==> src/rtl/fseq_pkg.sv <==
package fseq_pkg;

    localparam logic [7:0] OPC_ERASE_ALL  = 8'h10;
    localparam logic [7:0] OPC_ERASE_BLK  = 8'h11;
    localparam logic [7:0] OPC_BLANK_ALL  = 8'h20;
    localparam logic [7:0] OPC_BLANK_BLK  = 8'h21;
    localparam logic [7:0] OPC_WRITE      = 8'h40;
    localparam logic [7:0] OPC_VERIFY_ALL = 8'h50;
    localparam logic [7:0] OPC_VERIFY_BLK = 8'h51;

    localparam logic [7:0] ST_PASS = 8'h00;
    localparam logic [7:0] ST_FAIL = 8'h01;
    localparam logic [7:0] ST_ERR  = 8'h02;

    localparam logic [7:0] ERASED_BYTE = 8'hFF;

    typedef enum logic [2:0] {
        OPK_ERASE,
        OPK_BLANK,
        OPK_WRITE,
        OPK_VERIFY,
        OPK_BAD
    } opk_e;

    typedef enum logic [3:0] {
        S_OP,
        S_ARG,
        S_ERASE,
        S_BRD,
        S_BCMP,
        S_WIN,
        S_WCMP,
        S_VIN,
        S_VCMP,
        S_DRAIN,
        S_STAT
    } fsm_e;

endpackage

==> src/rtl/fseq_opdec.sv <==
module fseq_opdec
    import fseq_pkg::*;
(
    input  logic [7:0] opc_i,
    output opk_e       kind_o,
    output logic       whole_o,
    output logic [2:0] nargs_o
);

    always_comb begin
        kind_o  = OPK_BAD;
        whole_o = 1'b0;
        nargs_o = 3'd0;
        case (opc_i)
            OPC_ERASE_ALL: begin
                kind_o  = OPK_ERASE;
                whole_o = 1'b1;
            end
            OPC_ERASE_BLK: begin
                kind_o  = OPK_ERASE;
                nargs_o = 3'd1;
            end
            OPC_BLANK_ALL: begin
                kind_o  = OPK_BLANK;
                whole_o = 1'b1;
            end
            OPC_BLANK_BLK: begin
                kind_o  = OPK_BLANK;
                nargs_o = 3'd1;
            end
            OPC_WRITE: begin
                kind_o  = OPK_WRITE;
                nargs_o = 3'd4;
            end
            OPC_VERIFY_ALL: begin
                kind_o  = OPK_VERIFY;
                whole_o = 1'b1;
            end
            OPC_VERIFY_BLK: begin
                kind_o  = OPK_VERIFY;
                nargs_o = 3'd1;
            end
            default: begin
                kind_o = OPK_BAD;
            end
        endcase
    end

endmodule

==> src/rtl/fseq_span_ctr.sv <==
module fseq_span_ctr #(
    parameter int AW = 12,
    parameter int CW = 17
) (
    input  logic          clk,
    input  logic          rst_n,
    input  logic          load_i,
    input  logic [AW-1:0] addr_i,
    input  logic [CW-1:0] cnt_i,
    input  logic          step_i,
    output logic [AW-1:0] addr_o,
    output logic [CW-1:0] remain_o,
    output logic          last_o
);

    localparam logic [AW-1:0] ONE_A = AW'(1);
    localparam logic [CW-1:0] ONE_C = CW'(1);

    typedef struct packed {
        logic [AW-1:0] addr;
        logic [CW-1:0] rem;
    } span_s;

    span_s span_d, span_q;

    always_comb begin
        span_d = span_q;
        if (load_i) begin
            span_d.addr = addr_i;
            span_d.rem  = cnt_i;
        end else if (step_i) begin
            span_d.addr = span_q.addr + ONE_A;
            span_d.rem  = span_q.rem - ONE_C;
        end
    end

    always_ff @(posedge clk or negedge rst_n) begin
        if (!rst_n) begin
            span_q <= '0;
        end else begin
            span_q <= span_d;
        end
    end

    assign addr_o   = span_q.addr;
    assign remain_o = span_q.rem;
    assign last_o   = (span_q.rem == ONE_C);

    // the sequencer never steps past the end of a span
    a_r6_step_live: assert property (@(posedge clk) disable iff (!rst_n)
        step_i && !load_i |-> remain_o != '0);

endmodule

==> src/rtl/flash_cmd_seq.sv <==
module flash_cmd_seq
    import fseq_pkg::*;
#(
    parameter int ADDR_W = 12,
    parameter int BLK_W  = 8
) (
    input  logic              clk,
    input  logic              rst_n,
    input  logic              in_valid,
    input  logic [7:0]        in_data,
    output logic              in_ready,
    output logic              st_valid,
    output logic [7:0]        st_data,
    input  logic              st_ready,
    output logic [ADDR_W-1:0] mem_addr,
    output logic [7:0]        mem_wdata,
    output logic              mem_we,
    output logic              mem_erase_all,
    output logic              mem_erase_blk,
    input  logic [7:0]        mem_rdata
);

    localparam int BLKN_W  = ADDR_W - BLK_W;
    localparam int NUM_BLK = 1 << BLKN_W;
    localparam int CNT_W   = ((ADDR_W > 16) ? ADDR_W : 16) + 1;
    localparam logic [CNT_W-1:0] LEN_ALL = CNT_W'(1 << ADDR_W);
    localparam logic [CNT_W-1:0] LEN_BLK = CNT_W'(1 << BLK_W);

    typedef struct packed {
        fsm_e        st;
        opk_e        kind;
        logic        whole;
        logic [2:0]  need;
        logic [2:0]  got;
        logic [31:0] args;
        logic [7:0]  hold;
        logic [7:0]  status;
        logic        bad;
    } seq_s;

    seq_s seq_d, seq_q;

    opk_e        dec_kind;
    logic        dec_whole;
    logic [2:0]  dec_nargs;

    logic              ctr_load;
    logic [ADDR_W-1:0] ctr_ld_addr;
    logic [CNT_W-1:0]  ctr_ld_cnt;
    logic              ctr_step;
    logic [ADDR_W-1:0] ctr_addr;
    logic [CNT_W-1:0]  ctr_rem;
    logic              ctr_last;

    logic accept;
    logic rd_erased;

    fseq_opdec u_opdec (
        .opc_i   (in_data),
        .kind_o  (dec_kind),
        .whole_o (dec_whole),
        .nargs_o (dec_nargs)
    );

    fseq_span_ctr #(
        .AW (ADDR_W),
        .CW (CNT_W)
    ) u_span (
        .clk      (clk),
        .rst_n    (rst_n),
        .load_i   (ctr_load),
        .addr_i   (ctr_ld_addr),
        .cnt_i    (ctr_ld_cnt),
        .step_i   (ctr_step),
        .addr_o   (ctr_addr),
        .remain_o (ctr_rem),
        .last_o   (ctr_last)
    );

    // Byte stream and status handshakes depend on state only
    always_comb begin
        case (seq_q.st)
            S_OP, S_ARG, S_WIN, S_VIN, S_DRAIN: in_ready = 1'b1;
            default:                            in_ready = 1'b0;
        endcase
    end

    assign accept    = in_valid && in_ready;
    assign st_valid  = (seq_q.st == S_STAT);
    assign st_data   = seq_q.status;
    assign rd_erased = (mem_rdata == ERASED_BYTE);

    // Memory port
    always_comb begin
        if (seq_q.st == S_ERASE) begin
            mem_addr = {seq_q.args[BLKN_W-1:0], BLK_W'(0)};
        end else begin
            mem_addr = ctr_addr;
        end
    end

    assign mem_wdata     = seq_q.hold;
    assign mem_we        = (seq_q.st == S_WCMP) && rd_erased && !seq_q.bad;
    assign mem_erase_all = (seq_q.st == S_ERASE) && seq_q.whole;
    assign mem_erase_blk = (seq_q.st == S_ERASE) && !seq_q.whole;

    // Next-state logic
    always_comb begin
        logic [31:0] a;
        logic        go;
        logic        blk_bad;
        logic        miss;

        seq_d       = seq_q;
        ctr_load    = 1'b0;
        ctr_ld_addr = '0;
        ctr_ld_cnt  = '0;
        ctr_step    = 1'b0;
        a           = seq_q.args;
        go          = 1'b0;
        blk_bad     = 1'b0;
        miss        = 1'b0;

        case (seq_q.st)
            S_OP: begin
                if (accept) begin
                    seq_d.kind  = dec_kind;
                    seq_d.whole = dec_whole;
                    seq_d.need  = dec_nargs;
                    seq_d.got   = 3'd0;
                    seq_d.bad   = 1'b0;
                    a           = '0;
                    seq_d.args  = '0;
                    if (dec_kind == OPK_BAD) begin
                        seq_d.status = ST_ERR;
                        seq_d.st     = S_STAT;
                    end else if (dec_nargs == 3'd0) begin
                        go = 1'b1;
                    end else begin
                        seq_d.st = S_ARG;
                    end
                end
            end
            S_ARG: begin
                if (accept) begin
                    a[8*seq_q.got +: 8] = in_data;
                    seq_d.args = a;
                    seq_d.got  = seq_q.got + 3'd1;
                    if ((seq_q.got + 3'd1) == seq_q.need) begin
                        go = 1'b1;
                    end
                end
            end
            S_ERASE: begin
                seq_d.status = ST_PASS;
                seq_d.st     = S_STAT;
            end
            S_BRD: begin
                seq_d.st = S_BCMP;
            end
            S_BCMP: begin
                if (!rd_erased) begin
                    seq_d.status = ST_FAIL;
                    seq_d.st     = S_STAT;
                end else if (ctr_last) begin
                    seq_d.status = ST_PASS;
                    seq_d.st     = S_STAT;
                end else begin
                    ctr_step = 1'b1;
                    seq_d.st = S_BRD;
                end
            end
            S_WIN: begin
                if (accept) begin
                    seq_d.hold = in_data;
                    seq_d.st   = S_WCMP;
                end
            end
            S_WCMP: begin
                ctr_step  = 1'b1;
                seq_d.bad = seq_q.bad || !rd_erased;
                if (ctr_last) begin
                    seq_d.status = seq_d.bad ? ST_FAIL : ST_PASS;
                    seq_d.st     = S_STAT;
                end else if (seq_d.bad) begin
                    seq_d.st = S_DRAIN;
                end else begin
                    seq_d.st = S_WIN;
                end
            end
            S_VIN: begin
                if (accept) begin
                    seq_d.hold = in_data;
                    seq_d.st   = S_VCMP;
                end
            end
            S_VCMP: begin
                ctr_step = 1'b1;
                miss     = (mem_rdata != seq_q.hold);
                if (ctr_last) begin
                    seq_d.status = miss ? ST_FAIL : ST_PASS;
                    seq_d.st     = S_STAT;
                end else if (miss) begin
                    seq_d.bad = 1'b1;
                    seq_d.st  = S_DRAIN;
                end else begin
                    seq_d.st = S_VIN;
                end
            end
            S_DRAIN: begin
                if (accept) begin
                    ctr_step = 1'b1;
                    if (ctr_last) begin
                        seq_d.status = ST_FAIL;
                        seq_d.st     = S_STAT;
                    end
                end
            end
            S_STAT: begin
                if (st_ready) begin
                    seq_d.bad = 1'b0;
                    seq_d.st  = S_OP;
                end
            end
            default: begin
                seq_d.st = S_OP;
            end
        endcase

        // Operands complete: launch the command
        if (go) begin
            blk_bad = !seq_d.whole && (32'(a[7:0]) >= 32'(NUM_BLK));
            case (seq_d.kind)
                OPK_ERASE: begin
                    if (blk_bad) begin
                        seq_d.status = ST_ERR;
                        seq_d.st     = S_STAT;
                    end else begin
                        seq_d.st = S_ERASE;
                    end
                end
                OPK_BLANK, OPK_VERIFY: begin
                    if (blk_bad) begin
                        seq_d.status = ST_ERR;
                        seq_d.st     = S_STAT;
                    end else begin
                        ctr_load    = 1'b1;
                        ctr_ld_addr = seq_d.whole ? '0 : {a[BLKN_W-1:0], BLK_W'(0)};
                        ctr_ld_cnt  = seq_d.whole ? LEN_ALL : LEN_BLK;
                        seq_d.st    = (seq_d.kind == OPK_BLANK) ? S_BRD : S_VIN;
                    end
                end
                OPK_WRITE: begin
                    if (a[31:16] == 16'h0000) begin
                        seq_d.status = ST_PASS;
                        seq_d.st     = S_STAT;
                    end else begin
                        ctr_load    = 1'b1;
                        ctr_ld_addr = a[ADDR_W-1:0];
                        ctr_ld_cnt  = CNT_W'(a[31:16]);
                        seq_d.st    = S_WIN;
                    end
                end
                default: begin
                    seq_d.status = ST_ERR;
                    seq_d.st     = S_STAT;
                end
            endcase
        end
    end

    always_ff @(posedge clk or negedge rst_n) begin
        if (!rst_n) begin
            seq_q        <= '0;
            seq_q.st     <= S_OP;
            seq_q.kind   <= OPK_BAD;
            seq_q.status <= ST_PASS;
        end else begin
            seq_q <= seq_d;
        end
    end

    // pending status is held until taken
    a_r10_status_hold: assert property (@(posedge clk) disable iff (!rst_n)
        st_valid && !st_ready |=> st_valid && $stable(st_data));

    // status only retires through the handshake
    a_r9_release_on_ack: assert property (@(posedge clk) disable iff (!rst_n)
        $fell(st_valid) |-> $past(st_ready));

    // no byte is taken while an erase is issued
    a_r9_erase_not_ready: assert property (@(posedge clk) disable iff (!rst_n)
        (mem_erase_all || mem_erase_blk) |-> !in_ready);

    // at most one memory action per cycle
    a_r3_strobe_exclusive: assert property (@(posedge clk) disable iff (!rst_n)
        $onehot0({mem_we, mem_erase_all, mem_erase_blk}));

    // block erase addresses the first byte of a block
    a_r4_blk_erase_aligned: assert property (@(posedge clk) disable iff (!rst_n)
        mem_erase_blk |-> mem_addr[BLK_W-1:0] == '0);

    // a program targets the location that was just read
    a_r7_write_after_read: assert property (@(posedge clk) disable iff (!rst_n)
        mem_we |-> mem_addr == $past(mem_addr));

endmodule

==> config.mk <==
export PLATFORM = sky130hd
export DESIGN_NAME = flash_cmd_seq
export DESIGN_NICKNAME = d
export VERILOG_FILES = /design/src/rtl/fseq_pkg.sv /design/src/rtl/fseq_opdec.sv /design/src/rtl/fseq_span_ctr.sv /design/src/rtl/flash_cmd_seq.sv
export SDC_FILE = /design/constraint.sdc
export NUM_CORES = 1
export LEC_CHECK = 0
export BUFFER_PORTS_ARGS = -buffer_cell sky130_fd_sc_hd__buf_4
export CAP_MARGIN = 25
export CORE_UTILIZATION = 50
export DETAILED_ROUTE_END_ITERATION = 16
export PLACE_DENSITY = 0.71
export RECOVER_POWER = 100
export SLEW_MARGIN = 20
export SYNTH_ARGS = -nofsm -noshare
export SYNTH_HDL_FRONTEND = slang
export SYNTH_SLANG_ARGS = --single-unit
==> constraint.sdc <==
create_clock -name clk -period 4.2 [get_ports clk]
set_clock_uncertainty 0.1 [all_clocks]
set_input_delay 0.21 -clock clk [delete_from_list [all_inputs] [get_ports clk]]
set_output_delay 0.21 -clock clk [all_outputs]
set_load 0.005 [all_outputs]
Word-level counts from Yosys, hierarchy flattened
Index checks and enable logic that the tools add are counted. Widths: inputs -> output; s select.

Bits in registers: 92. Output and inout bits: 33. Logic and storage cells: 167.

Reduce and logical (&&, ||, !) cells: 33. Eq/ne operators: 38. $add $sub $neg: 4. Multiplexer cells: 78. Order comparisons: 1. Shift operators: 2.

Operator list (count): $mux 8 (10); $pmux 35 s2 (1); $mux 4 (17); $mux 32 (2); $pmux 32 s2 (1); $mux 12 (5); $mux 29 (2); $pmux 8 s6 (1); $mux 46 (1); $pmux 4 s11 (1); $mux 35 (1); $neg 6->34 (1); $shift 8x34->32 const A (1); $shiftx 8x34->32 (1); $bwmux 32 (1); $mux 16 (2); $pmux 16 s2 (1); $mux 13 (2); $eq 8x7->1 const B (3); $pmux 12 s2 (1); $mux 1 (18); $eq 17x1->1 const B (1); $sub 17x1->17 const B (1); $eq 4x3->1 const B (4); other kinds (44) (77).

Longest topological paths before layout
Depth in word-level cells: 14. Gate-level depth with buffers: 13. Depth with buffers taken out: 10.

Modules after synthesis
From an unflattened synthesis, not the netlist that was laid out.

Cell total of the unflattened synthesis: 592. Area, all modules: 5555.3 um^2.

Modules (own cells, without submodules): flash_cmd_seq (area each 3749.8 um^2, cells an instance 397, instances 1); fseq_span_ctr (area each 1661.6 um^2, cells an instance 177, instances 1); fseq_opdec (area each 143.9 um^2, cells an instance 18, instances 1).

Worst setup path after synthesis
OpenSTA, ideal clock, no wires.

Path type: reg2reg. From: register seq_q[49] (netlist name). To: register u_span.span_q (netlist bit u_span.remain_o[14]). Setup slack: 1190 ps. Path buffers: 1. Data arrival time: 2768 ps. Cell stages (with the launch flop): 12. Clock period less this slack: 3010 ps. Setup time: 141 ps. Cell sequence: dfrtp_1 inv_1 ha_1 ha_1 nor4bb_1 o21ai_2 a22o_1 nor4_4 a21boi_4 buf_6 nor3_1 a2111oi_4.

Cells in the longest elaborated chain, start to end: 11. Elaborated cells on any way between the ends: 23. Those cells by class: 2 x add/sub; 1 x order compare; 1 x eq/ne; 2 x shift; 14 x mux; 3 x reduce/logical.

RTL lines: start, declared (RTL line flash_cmd_seq.sv:41) `seq_s seq_d, seq_q;`; start signal, assigned (RTL line flash_cmd_seq.sv:279) `seq_q <= seq_d;`; $neg 6->34 (RTL line flash_cmd_seq.sv:146) `a[8*seq_q.got +: 8] = in_data;`; $shiftx 8x34->32 or $shift 8x34->32 (tied branches) (RTL line flash_cmd_seq.sv:146); $bwmux 32 (RTL line flash_cmd_seq.sv:146); $mux 32 (RTL line flash_cmd_seq.sv:145) `if (accept) begin`; $pmux 32 s2 (RTL line flash_cmd_seq.sv:124) `case (seq_q.st)`; $ge 8x5->1 (RTL line flash_cmd_seq.sv:232) `blk_bad = !seq_d.whole && (32'(a[7:0]) >= 32'(NUM_BLK));`; $logic_and 1x1->1 (RTL line flash_cmd_seq.sv:232); $mux 1 (RTL line flash_cmd_seq.sv:243) `if (blk_bad) begin`; $pmux 1 s2 (RTL line flash_cmd_seq.sv:233) `case (seq_d.kind)`; $mux 1 (RTL line flash_cmd_seq.sv:231) `if (go) begin`; $mux 29 or $reduce_bool 2->1 (tied branches); end signal, assigned (RTL line fseq_span_ctr.sv:41) `span_q <= span_d;`; end, declared (RTL line fseq_span_ctr.sv:24) `span_s span_d, span_q;`.

Several ways; a longest one is shown, not always the timed one. A chain may end at the register's enable or synchronous reset.

Worst setup path after layout
From: register seq_q[62] (netlist name). To: register u_span.span_q (netlist bit u_span.addr_o[3]).

Cells in the longest elaborated chain, start to end: 12. Elaborated cells on any way between the ends: 40. Those cells by class: 1 x order compare; 10 x eq/ne; 20 x mux; 9 x reduce/logical.

RTL lines: $eq 4x4->1, or another cell as far along (RTL line flash_cmd_seq.sv:82, flash_cmd_seq.sv:124); $reduce_or 5->1 (RTL line flash_cmd_seq.sv:82) `case (seq_q.st)`; $mux 1 (RTL line flash_cmd_seq.sv:82); $logic_and 1x1->1 (RTL line flash_cmd_seq.sv:88) `assign accept = in_valid && in_ready;`; $mux 32, or another cell as far along (RTL line flash_cmd_seq.sv:145); $pmux 32 s2 or $mux 7 (tied branches) (RTL line flash_cmd_seq.sv:124); $ge 8x5->1 or $logic_not 1->1 (tied branches) (RTL line flash_cmd_seq.sv:232); $logic_and 1x1->1 (RTL line flash_cmd_seq.sv:232); $mux 12 or $mux 1 (tied branches) (RTL line flash_cmd_seq.sv:243); $pmux 12 s2 or $pmux 1 s2 (tied branches) (RTL line flash_cmd_seq.sv:233); $mux 12 or $mux 1 (tied branches) (RTL line flash_cmd_seq.sv:231); $mux 29 or $reduce_bool 2->1 (tied branches).

Several ways; a longest one is shown, not always the timed one. The select of a mux whose other input is x is not followed.

==> results.ini <==
[critical_path]
cpPeakStageDelay_ns=0.51
path_cells=clkbuf_1 > nor4b_4 > clkbuf_1 > and3_1 > a22o_1 > nor4_4 > a21boi_4 > clkbuf_2 > a21oi_1 > a221oi_2
endpoint_kind=flip-flop
critical-path-top-delay-family=buffers and inverters
rrSetupSlack_ns=0.45
cp.buffers_inverters=3
slowest_stage=a21boi_4
path_max_fanout=21
crit_type=flip-flop to flip-flop
required_ns=4.37
path_common_cell=clkbuf_1
worstSetupStartpointType=flip-flop
cp.arrival_ns=3.92

[detailed_routing]
dr.pass1.iters=5
wl_mm=13.88
wl_per_cell_um=18.81
antenna_left=0
drc_errors=0
vias_per_cell=6.154
route.vias.total=4542
drt-initial-drc-count=361

[power]
p_per_area_nw_per_um2=583.3
power_leakage_nw=2.567
peakVddDrop_mv=0.2574
finalPower_w=0.003472

[timing]
setup_violations=0
worst_pin_slew_ns=2.759
fmax_mhz=266.6
hold_ws_ns=0.09516
hold_viol_final=0
drv_slew=52
period_needed_ns=3.751
maxSlewHeadroom_pct=-83.92
setup_tns_ns=0
period_share_pct=89.32
rsz0062_at_grt=no

[die]
io_pins=53
die_area_um2=11180
initial_core_util_pct=51.91
rows=37
die_w_um=105.8
die_y_um=105.8
core_um2=10370

[logic_synthesis]
syn_inst=564
synth.avg_cell_area_um2=9.544
ys_seq_area_share_pct=40.47
synth_area_leaders=dfrtp_1 40%, a22o_1 3.9%, nor2_1 2.9%
yosysTopAreaCell=dfrtp_1
ys.flop_type=dfrtp_1
synth-async-reset-ratio_pct=100.0
synth_edf_count=0
yosysWarnings=0
ys_seq_elements=87
synth_top_cell_area_share_pct=39.98
syn-num-nets=590
synth.cell_area_um2=5383
synthDistinctLibCells=80

[outcome]
failed_checks=capacitance limit, slew limit
outcome=finished with violations

[clocking]
clkTransAtPathRegs_ns=0.10
cts_tree=built
cts-htree-levels=3
cts-buffers-inserted=9
cts_setup_buffers=0
worstSkewPairLatency_ns=0.36
clock-sinks=87
cts_root_buf=clkbuf_8
clock_path_buffers=2

[global_route]
antenna_found_initial=0
grt_pass1_vias=4388
grt_usage_pct=25.85
grt_max_degree=52
grt.overflow.total=0
grt_pass1_wl_mm=22.65

[finish]
final_util_pct=57.40
drive_gt1_share_pct=18.77
fillers=934
synthToLayoutAreaGrowth_pct=10.58
final_nets=623
num_antenna_cells=0

[placement]
routabilityCongestion=0.9037
port_buffers=52
place.detailed.hpwl_mm=10.05

[worst_hold_path]
hold_path.class=primary input to flip-flop

[job]
drv_cap=1

==> path summary, 6_finish.rpt <==
kind                                          to       start  depth (start not counted)
worst max-delay path            u_span.addr_o[3]   seq_q[62]                         10
worst min-delay path                mem_wdata[7]  in_data[7]                          2
worst max register to register  u_span.addr_o[3]   seq_q[62]                         10
worst min register to register        st_data[5]  st_data[5]                          1
max in group asynchronous       u_span.addr_o[3]       rst_n                          3
min in group asynchronous               seq_q[0]       rst_n                          2
==> power breakdown <==
group	internal, W	switching (W)	leakage [nW]
clock	0.000341	0.000323	0.112
sequential	0.00105	0.000198	1.16
combinational	0.000667	0.000896	1.30
==> what timing repair did <==
action / in CTS / in global routing
endpoints found under the setup margin: 0 / 0
hold endpoints to repair: 50 / 0
gates resized for setup: 0 / 0
hold buffers: 1 / 0
==> logic make-up after synthesis <==
logic type	count (synthesis)	share of synthesized area, %
XOR/XNOR	25	4.347
adder cells (fa/ha/maj)	6	1.395
AO/OA/AOI/OAI	155	22.29
buffers and inverters	66	6.462
flip-flops	87	40.47
multiplexers	20	4.021
AND/OR/NAND/NOR	205	21.01
==> placed cells by master, fill, tap and decap left out, types with 4 or more instances in the layout <==
cell / n
a21oi_1: 25
xor2_1: 15
o21ai_0: 26
mux2i_1: 7
and3_1: 6
nor3_1: 18
and2_0: 7
clkbuf_8: 9
o211ai_1: 5
nand4_1: 6
a32oi_1: 4
a211oi_1: 6
nor4_1: 17
clkbuf_4: 29
ha_1: 6
nand2b_1: 8
nand2_1: 40
nand3b_1: 5
o31ai_1: 6
mux2_2: 12
a22oi_1: 15
nor2_1: 42
clkbuf_1: 7
a22o_1: 24
or2_2: 4
nand3_1: 11
inv_1: 20
o21a_1: 4
nor2b_1: 15
xnor2_1: 9
buf_4: 28
dfrtp_1: 86
==> metrics by stage <==
stage	cells	worst slack [ns]	instance area, um^2
final	738	0.4487	5952
after global routing	738	0.1321	5952
after CTS	738	0.5002	6012
after detailed placement	721	0.5472	5781
after global placement	721	0.6741	5781
after floorplan	564	1.190	5383
==> per-layer routing <==
| metal | global-route usage (%) | share of wire (%) |
|---|---|---|
| met1 | 34.95 | 45 |
| met2 | 41.04 | 47 |
| met3 | 4.824 | 4.9 |
| met4 | 10.02 | 2.8 |
| met5 | 0 | 0 |
==> sequential cells by signal (all words and copies together), names as in the netlist <==
register,flops
seq_q,42
u_span.addr_o,12
u_span.remain_o,17
st_data,8
mem_wdata,8
==> Yosys cell counts, drive strengths merged (2+ instances only) <==
master and n:
o21a 4, a32oi 4, a21boi 2, o21ai 27, a22oi 15, a21oi 26, nand2 40, nor2 42
mux2i 7, or4 3, nand4 6, o22ai 4, xnor2 9, o211ai 5, a22o 24, xor2 15
o2111ai 2, a211oi 8, mux2 13, or3 3, buf 32, nand3 11, a21o 2, a2111oi 3
nor2b 15, nor4 19, nor3 20, clkbuf 12, nand3b 5, o21bai 3, a31o 3, nor4b 2
ha 6, o31ai 6, inv 21, a221oi 5, and4 2, nand2b 9, a32o 2, and2 10
dfrtp 86, and3 6, or2 6
==> cell type report <==
| type | count | area (um^2) | share of cell area [%] |
|---|---|---|---|
| repair buffers | 66 | 470.5 | 7.904 |
| clock buffers | 10 | 127.6 | 2.144 |
| inverters | 22 | 82.58 | 1.387 |
| multi-input cells | 411 | 2829 | 47.53 |
| flip-flops and latches | 87 | 2178 | 36.60 |
| well taps | 136 | 170.2 | 2.859 |
| clock inverters | 6 | 93.84 | 1.577 |
Note: power is estimated with default switching activity, not from simulation.
